===== config.mk =====
export PLATFORM = sky130hd
export DESIGN_NAME = pcnt_vdec
export DESIGN_NICKNAME = d
export VERILOG_FILES = /design/src/rtl/pcnt_vdec_pkg.sv /design/src/rtl/pcnt_vdec_decode.sv /design/src/rtl/pcnt_vdec_count.sv /design/src/rtl/pcnt_vdec_lanes.sv /design/src/rtl/pcnt_vdec.sv
export SDC_FILE = /design/constraint.sdc
export NUM_CORES = 1
export LEC_CHECK = 0
export BUFFER_PORTS_ARGS = -buffer_cell sky130_fd_sc_hd__buf_4
export CAP_MARGIN = 20
export CORE_UTILIZATION = 30
export DETAILED_ROUTE_END_ITERATION = 8
export GPL_ROUTABILITY_DRIVEN = 1
export SETUP_SLACK_MARGIN = 0.5
export SYNTH_ARGS = -nofsm -noshare
export SYNTH_HDL_FRONTEND = slang
export SYNTH_HIERARCHICAL = 1
export SYNTH_SLANG_ARGS = --single-unit
export TNS_END_PERCENT = 100

===== constraint.sdc =====
create_clock -name clk_i -period 1.8 [get_ports clk_i]
set_clock_uncertainty 0.05 [all_clocks]
set_input_delay 0.27 -clock clk_i [delete_from_list [all_inputs] [get_ports clk_i]]
set_output_delay 0.27 -clock clk_i [all_outputs]
set_load 0.005 [all_outputs]

===== src/rtl/pcnt_vdec_pkg.sv =====
package pcnt_vdec_pkg;
  typedef enum logic [1:0] {
    SZ_RSVD = 2'b00,
    SZ_H    = 2'b01,
    SZ_S    = 2'b10,
    SZ_D    = 2'b11
  } esz_e;

  localparam logic [7:0]  OPC_HI  = 8'h25;
  localparam logic [12:0] OPC_MID = 13'b1011011000000;

  typedef struct packed {
    esz_e       size;
    logic [3:0] pm;
    logic [4:0] zdn;
  } dec_fields_t;
endpackage


===== src/rtl/pcnt_vdec_decode.sv =====
module pcnt_vdec_decode
  import pcnt_vdec_pkg::*;
(
  input  logic [31:0] insn_i,
  input  logic        en_i,
  output dec_fields_t fields_o,
  output logic        undef_o
);
  logic opc_ok;

  assign fields_o.size = esz_e'(insn_i[23:22]);
  assign fields_o.pm   = insn_i[8:5];
  assign fields_o.zdn  = insn_i[4:0];

  assign opc_ok  = (insn_i[31:24] == OPC_HI) && (insn_i[21:9] == OPC_MID);
  assign undef_o = !en_i || !opc_ok || (fields_o.size == SZ_RSVD);
endmodule


===== src/rtl/pcnt_vdec_count.sv =====
module pcnt_vdec_count
  import pcnt_vdec_pkg::*;
#(
  parameter int unsigned VL_BITS = 256,
  localparam int unsigned PL_BITS = VL_BITS / 8,
  localparam int unsigned CNT_W   = $clog2(VL_BITS / 16 + 1)
) (
  input  logic [PL_BITS-1:0] pred_i,
  input  esz_e               size_i,
  output logic [CNT_W-1:0]   cnt_o
);
  logic [CNT_W-1:0] cnt_sz [4];

  assign cnt_sz[0] = '0;

  for (genvar s = 1; s < 4; s++) begin : g_sz
    localparam int unsigned LANES = VL_BITS / (8 << s);
    localparam int unsigned STEP  = 1 << s;  // predicate bits per lane
    always_comb begin
      cnt_sz[s] = '0;
      for (int e = 0; e < LANES; e++)
        cnt_sz[s] = cnt_sz[s] + CNT_W'(pred_i[e*STEP]);
    end
  end

  assign cnt_o = cnt_sz[size_i];

  always_comb begin
    if (pred_i == '0) AST_CNT_ZERO: assert (cnt_o == '0);
  end
endmodule


===== src/rtl/pcnt_vdec_lanes.sv =====
module pcnt_vdec_lanes #(
  parameter int unsigned VL_BITS = 256,
  parameter int unsigned EW      = 16,
  parameter int unsigned CNT_W   = 5,
  localparam int unsigned LANES  = VL_BITS / EW
) (
  input  logic [VL_BITS-1:0] vec_i,
  input  logic [CNT_W-1:0]   cnt_i,
  output logic [VL_BITS-1:0] res_o
);
  logic [EW-1:0] sub;
  assign sub = EW'(cnt_i);

  // every lane, active or not; wraps mod 2^EW
  for (genvar e = 0; e < LANES; e++) begin : g_lane
    assign res_o[e*EW +: EW] = vec_i[e*EW +: EW] - sub;
  end
endmodule


===== src/rtl/pcnt_vdec.sv =====
module pcnt_vdec
  import pcnt_vdec_pkg::*;
#(
  parameter int unsigned VL_BITS = 256,
  localparam int unsigned PL_BITS = VL_BITS / 8,
  localparam int unsigned CNT_W   = $clog2(VL_BITS / 16 + 1)
) (
  input  logic               clk_i,
  input  logic               rst_ni,
  input  logic               en_i,
  input  logic               valid_i,
  input  logic [31:0]        insn_i,
  input  logic [VL_BITS-1:0] vec_i,
  input  logic [PL_BITS-1:0] pred_i,
  output logic               valid_o,
  output logic               undef_o,
  output logic [VL_BITS-1:0] res_o,
  output logic [1:0]         size_o,
  output logic [3:0]         pm_idx_o,
  output logic [4:0]         zdn_idx_o
);
  dec_fields_t         dec;
  logic                dec_undef;
  logic [CNT_W-1:0]    cnt;
  logic [VL_BITS-1:0]  res_sz [4];
  logic [VL_BITS-1:0]  res_n;
  logic                fire;

  pcnt_vdec_decode u_dec (
    .insn_i   (insn_i),
    .en_i     (en_i),
    .fields_o (dec),
    .undef_o  (dec_undef)
  );

  pcnt_vdec_count #(.VL_BITS(VL_BITS)) u_cnt (
    .pred_i (pred_i),
    .size_i (dec.size),
    .cnt_o  (cnt)
  );

  assign res_sz[0] = '0;
  for (genvar s = 1; s < 4; s++) begin : g_sub
    pcnt_vdec_lanes #(
      .VL_BITS (VL_BITS),
      .EW      (8 << s),
      .CNT_W   (CNT_W)
    ) u_lanes (
      .vec_i (vec_i),
      .cnt_i (cnt),
      .res_o (res_sz[s])
    );
  end

  assign res_n = res_sz[dec.size];
  assign fire  = valid_i && !dec_undef;

  always_ff @(posedge clk_i or negedge rst_ni) begin
    if (!rst_ni) begin
      valid_o   <= 1'b0;
      undef_o   <= 1'b0;
      res_o     <= '0;
      size_o    <= '0;
      pm_idx_o  <= '0;
      zdn_idx_o <= '0;
    end else begin
      valid_o <= fire;
      undef_o <= valid_i && dec_undef;
      if (fire) begin
        res_o     <= res_n;
        size_o    <= dec.size;
        pm_idx_o  <= dec.pm;
        zdn_idx_o <= dec.zdn;
      end
    end
  end

  AST_RSVD_SIZE: assert property (@(posedge clk_i) disable iff (!rst_ni)
    valid_i && insn_i[23:22] == 2'b00 |=> undef_o && !valid_o);
  AST_RES_HOLD: assert property (@(posedge clk_i) disable iff (!rst_ni)
    !valid_o |-> $stable(res_o));
  AST_BAD_OPC: assert property (@(posedge clk_i) disable iff (!rst_ni)
    valid_i && insn_i[31:24] != 8'h25 |=> undef_o);
  AST_EN_OFF: assert property (@(posedge clk_i) disable iff (!rst_ni)
    valid_i && !en_i |=> undef_o && !valid_o);
  AST_FLAG_EXCL: assert property (@(posedge clk_i) disable iff (!rst_ni)
    !(valid_o && undef_o));
  AST_IDLE_QUIET: assert property (@(posedge clk_i) disable iff (!rst_ni)
    !valid_i |=> !valid_o && !undef_o);
endmodule


==> impl_metrics.py <==
metrics = {
    "synthesis": {
        "synth-seq-area-share_pct": 19.6,
        "synth_edf_count": 0,
        "synth_top_area_share_pct": 19.6,
        "synth.most_common_cell": "nor2_1",
        "synthesis.area_sq_mm": 0.0344,
        "synthTopCellsByCount": "nor2_1, xor2_1, dfrtp_1",
        "ys_warn_count": 6,
        "yosysTopAreaCell": "dfrtp_1",
        "syn-num-nets": 4487,
        "synthFlopType": "dfrtp_1",
        "yosysUniqueCellTypes": 70,
        "synth_seq_cells": 269,
        "postSynth.asyncResetShare_pct": 100,
        "syn_avg_cell_area_sq_um": 8.66,
        "syn_inst": 3970,
        "yosys-top-cells-area": "dfrtp_1, xor2_1, a22oi_2",
    },
    "cts": {
        "clk_pin_slew_ns": 0.06,
        "htreeDepth": 2,
        "cts-buffers-inserted": 39,
        "cts_buffer_depth": 3,
        "clock_latency_ns": 0.59,
        "ctsRootBufferMaster": "clkbuf_16",
        "clock-sinks": 269,
        "cts_tree": "built",
    },
    "cells_and_area": {
        "n_antenna_cell": 0,
        "multiInputGateArea_sq_mm": 0.0288,
        "regArea_sq_mm": 0.00673,
        "drive_gt1_share_pct": 49.9,
        "nets": 5942,
        "areaGrowthSynthToFinish_pct": 52.8,
        "fillers": 10952,
        "postLayoutCellArea_sq_mm": 0.0525,
    },
    "worst_setup_path": {
        "reg2reg_slack_ns": 0.97,
        "critPathMaxFanout": 7,
        "r2r_end": "res_o[62]$_DFFE_PN0P_",
        "cp-start-kind": "input pin",
        "crit_end": "res_o[180]$_DFFE_PN0P_",
        "critPathKind": "input pin to flop",
        "r2r.worst_path.cells": 2,
        "cp-end-kind": "flop",
        "cp.arrival_ns": 5.87,
        "reg2reg_from": "res_o[62]$_DFFE_PN0P_",
        "cp_data_required_time_ns": 2.23,
        "crit_start": "pred_i[18]",
    },
    "sta": {
        "slew_violations": 0,
        "timing.final.hold_violations": 0,
        "rsz0062_at_grt": "yes",
        "fmax_ghz": 0.184,
        "setup_slack_ns": -3.65,
        "fin_crit_ns": 5.45,
        "setup_viol": 267,
        "whs_ns": 0.0627,
        "relSlewSlack_pct": 22.3,
        "fin_crit_sh_pct": 303,
        "worst_slew_pin_slew_ns": 1.17,
    },
    "global_routing": {
        "grt_pass1_wl_um": 212000,
        "antenna_found_initial": 10,
        "grt_usage_pct": 23.2,
        "grt_max_degree": 153,
        "grt_overflow": 0,
        "grt_pass1_vias": 35969,
    },
    "routing": {
        "vias": 35706,
        "route.detailed.drc": 0,
        "wire_per_inst_um": 20.0,
        "via_per_inst": 5.14,
        "antenna_left": 0,
        "first_pass_iters": 5,
        "drt_first_iter_violations": 1983,
        "routed_wl_um": 139000,
    },
    "floorplanning": {
        "rows": 123,
        "initial_utilization_pct": 30.4,
        "die_area_sq_mm": 0.116,
        "die_x_um": 341,
        "die_y_um": 341,
        "ios": 593,
        "coreArea_sq_mm": 0.113,
    },
    "pwr": {
        "irDropWorstVdd_uv": 738,
        "p_leak_nw": 23.6,
        "powerDensity_mw_per_mm2": 685,
    },
    "hold_path": {
        "hold_path.class": "input pin to flop",
    },
    "placement": {
        "placed_cell_area_sq_mm": 0.0472,
        "dp_hpwl_um": 107000,
        "io_buffers": 576,
        "gp_congestion": 0.905,
    },
    "flow_run": {
        "drv_cap": 0,
    },
    "run_status": {
        "violations": "setup timing",
        "status": "complete, but fails checks",
    },
}
critical path, stage by stage:
cell     delay (ns)
buf_6          0.07
inv_4          0.03
fa_1           0.55
fa_1           0.45
fa_1           0.49
fa_1           0.50
inv_1          0.05
ha_2           0.18
fa_2           0.54
nand2_2        0.06
o21ai_4        0.22
buf_12         0.14
buf_12         0.12
fa_2           0.25
nor2b_4        0.05
o31a_1         0.30
or3_1          0.33
buf_6          0.16
or3_4          0.41
nor3_4         0.14
xor2_1         0.08
mux2_4         0.26
a22oi_2        0.14
a21oi_2        0.07
what timing repair did:
action | 4_1_cts | 5_1_grt
pin swaps | 207 | 87
hold endpoints to repair | 38 | 0
hold buffers | 11 | 0
cloned | 2 | 1
buffers inserted | 41 | 19
resized for setup | 522 | 141
setup endpoints to repair | 537 | 538
final cells by class:
type                    instances  area share, %
multi-input cells            3355           54.8
repair buffers               1597           25.0
flip-flops and latches        269           12.8
well taps                    1500           3.57
clock buffers                  46           2.06
inverters                     163           1.26
clock inverters                19          0.522
stage by stage:
step / power [mW] / std cells / setup TNS (ns) / utilization [%] / worst slack, ns
5_1_grt: 38.3 / 6949 / -918.02 / 46.4 / -3.86
3_5_place_dp: 24.9 / 6810 / -1126.52 / 41.8 / -4.77
6_report: 36.0 / 6949 / -865.15 / 46.4 / -3.65
2_1_floorplan: 16.5 / 3970 / -1074.90 / - / -4.59
3_3_place_gp: 24.6 / 6810 / -1122.90 / 41.8 / -4.73
4_1_cts: 35.7 / 6929 / -859.18 / 45.6 / -3.62
worst min path at each step:
stage	startpoint	endpoint	slack (ns)	depth (start not counted)
2_1_floorplan	rst_ni	pm_idx_o[0]$_DFFE_PN0P_	-0.08	0
3_3_place_gp	rst_ni	res_o[169]$_DFFE_PN0P_	0.23	1
3_5_place_dp	rst_ni	res_o[169]$_DFFE_PN0P_	0.23	1
4_1_cts	insn_i[13]	undef_o$_DFF_PN0_	0.004	4
5_1_grt	insn_i[13]	undef_o$_DFF_PN0_	0.05	4
6_report	insn_i[13]	undef_o$_DFF_PN0_	0.06	4
power by group:
| group | leakage (nW) | switching, mW | internal [mW] |
|---|---|---|---|
| Combinational | 19.2 | 10.8 | 10.6 |
| Clock | 0.658 | 3.37 | 5.15 |
| Sequential | 3.76 | 0.000375 | 6.05 |
| Total | 23.6 | 14.2 | 21.8 |
kinds of logic (layout without fill, tap and decap cells):
family | after synthesis | after routing | share of synthesized area [%]
mux | 269 | 269 | 8.92
buf+inv | 347 | 1825 | 5.69
fa+ha+maj | 193 | 193 | 7.96
flops | 269 | 269 | 19.6
simple gates | 1468 | 1469 | 22.1
compound gates | 779 | 779 | 19.3
xor+xnor | 645 | 645 | 16.4
layout by cell type, fill, tap and decap left out, types with 61 or more instances in the layout:
cell | synthesis | routed
a21oi_1 | 150 | 135
a21oi_2 | 150 | 164
a22oi_2 | 210 | 232
buf_12 | 1 | 61
buf_4 | 33 | 1447
buf_6 | 43 | 64
dfrtp_1 | 269 | 269
ha_1 | 150 | 130
inv_1 | 163 | 146
mux2_2 | 228 | 180
mux2_4 | 11 | 77
nand2_1 | 139 | 108
nor2_1 | 515 | 492
nor3_1 | 208 | 136
nor4_1 | 141 | 81
or3_1 | 98 | 93
or4_1 | 77 | 68
xnor2_1 | 202 | 193
xor2_1 | 443 | 442
per-layer routing:
| layer | GRT usage [%] | routed length [um] |
|---|---|---|
| met2 | 38.4 | 65600 |
| met4 | 6.83 | 4100 |
| met3 | 4.99 | 8710 |
| met5 | 0 | 116 |
| met1 | 30.0 | 60800 |
registers in the layout, indices dropped and copies added, names as in the netlist:
name / count
pm_idx_o: 4
res_o: 256
size_o: 2
undef_o: 1
valid_o: 1
zdn_idx_o: 5
Note: power is estimated with default switching activity, not from simulation.
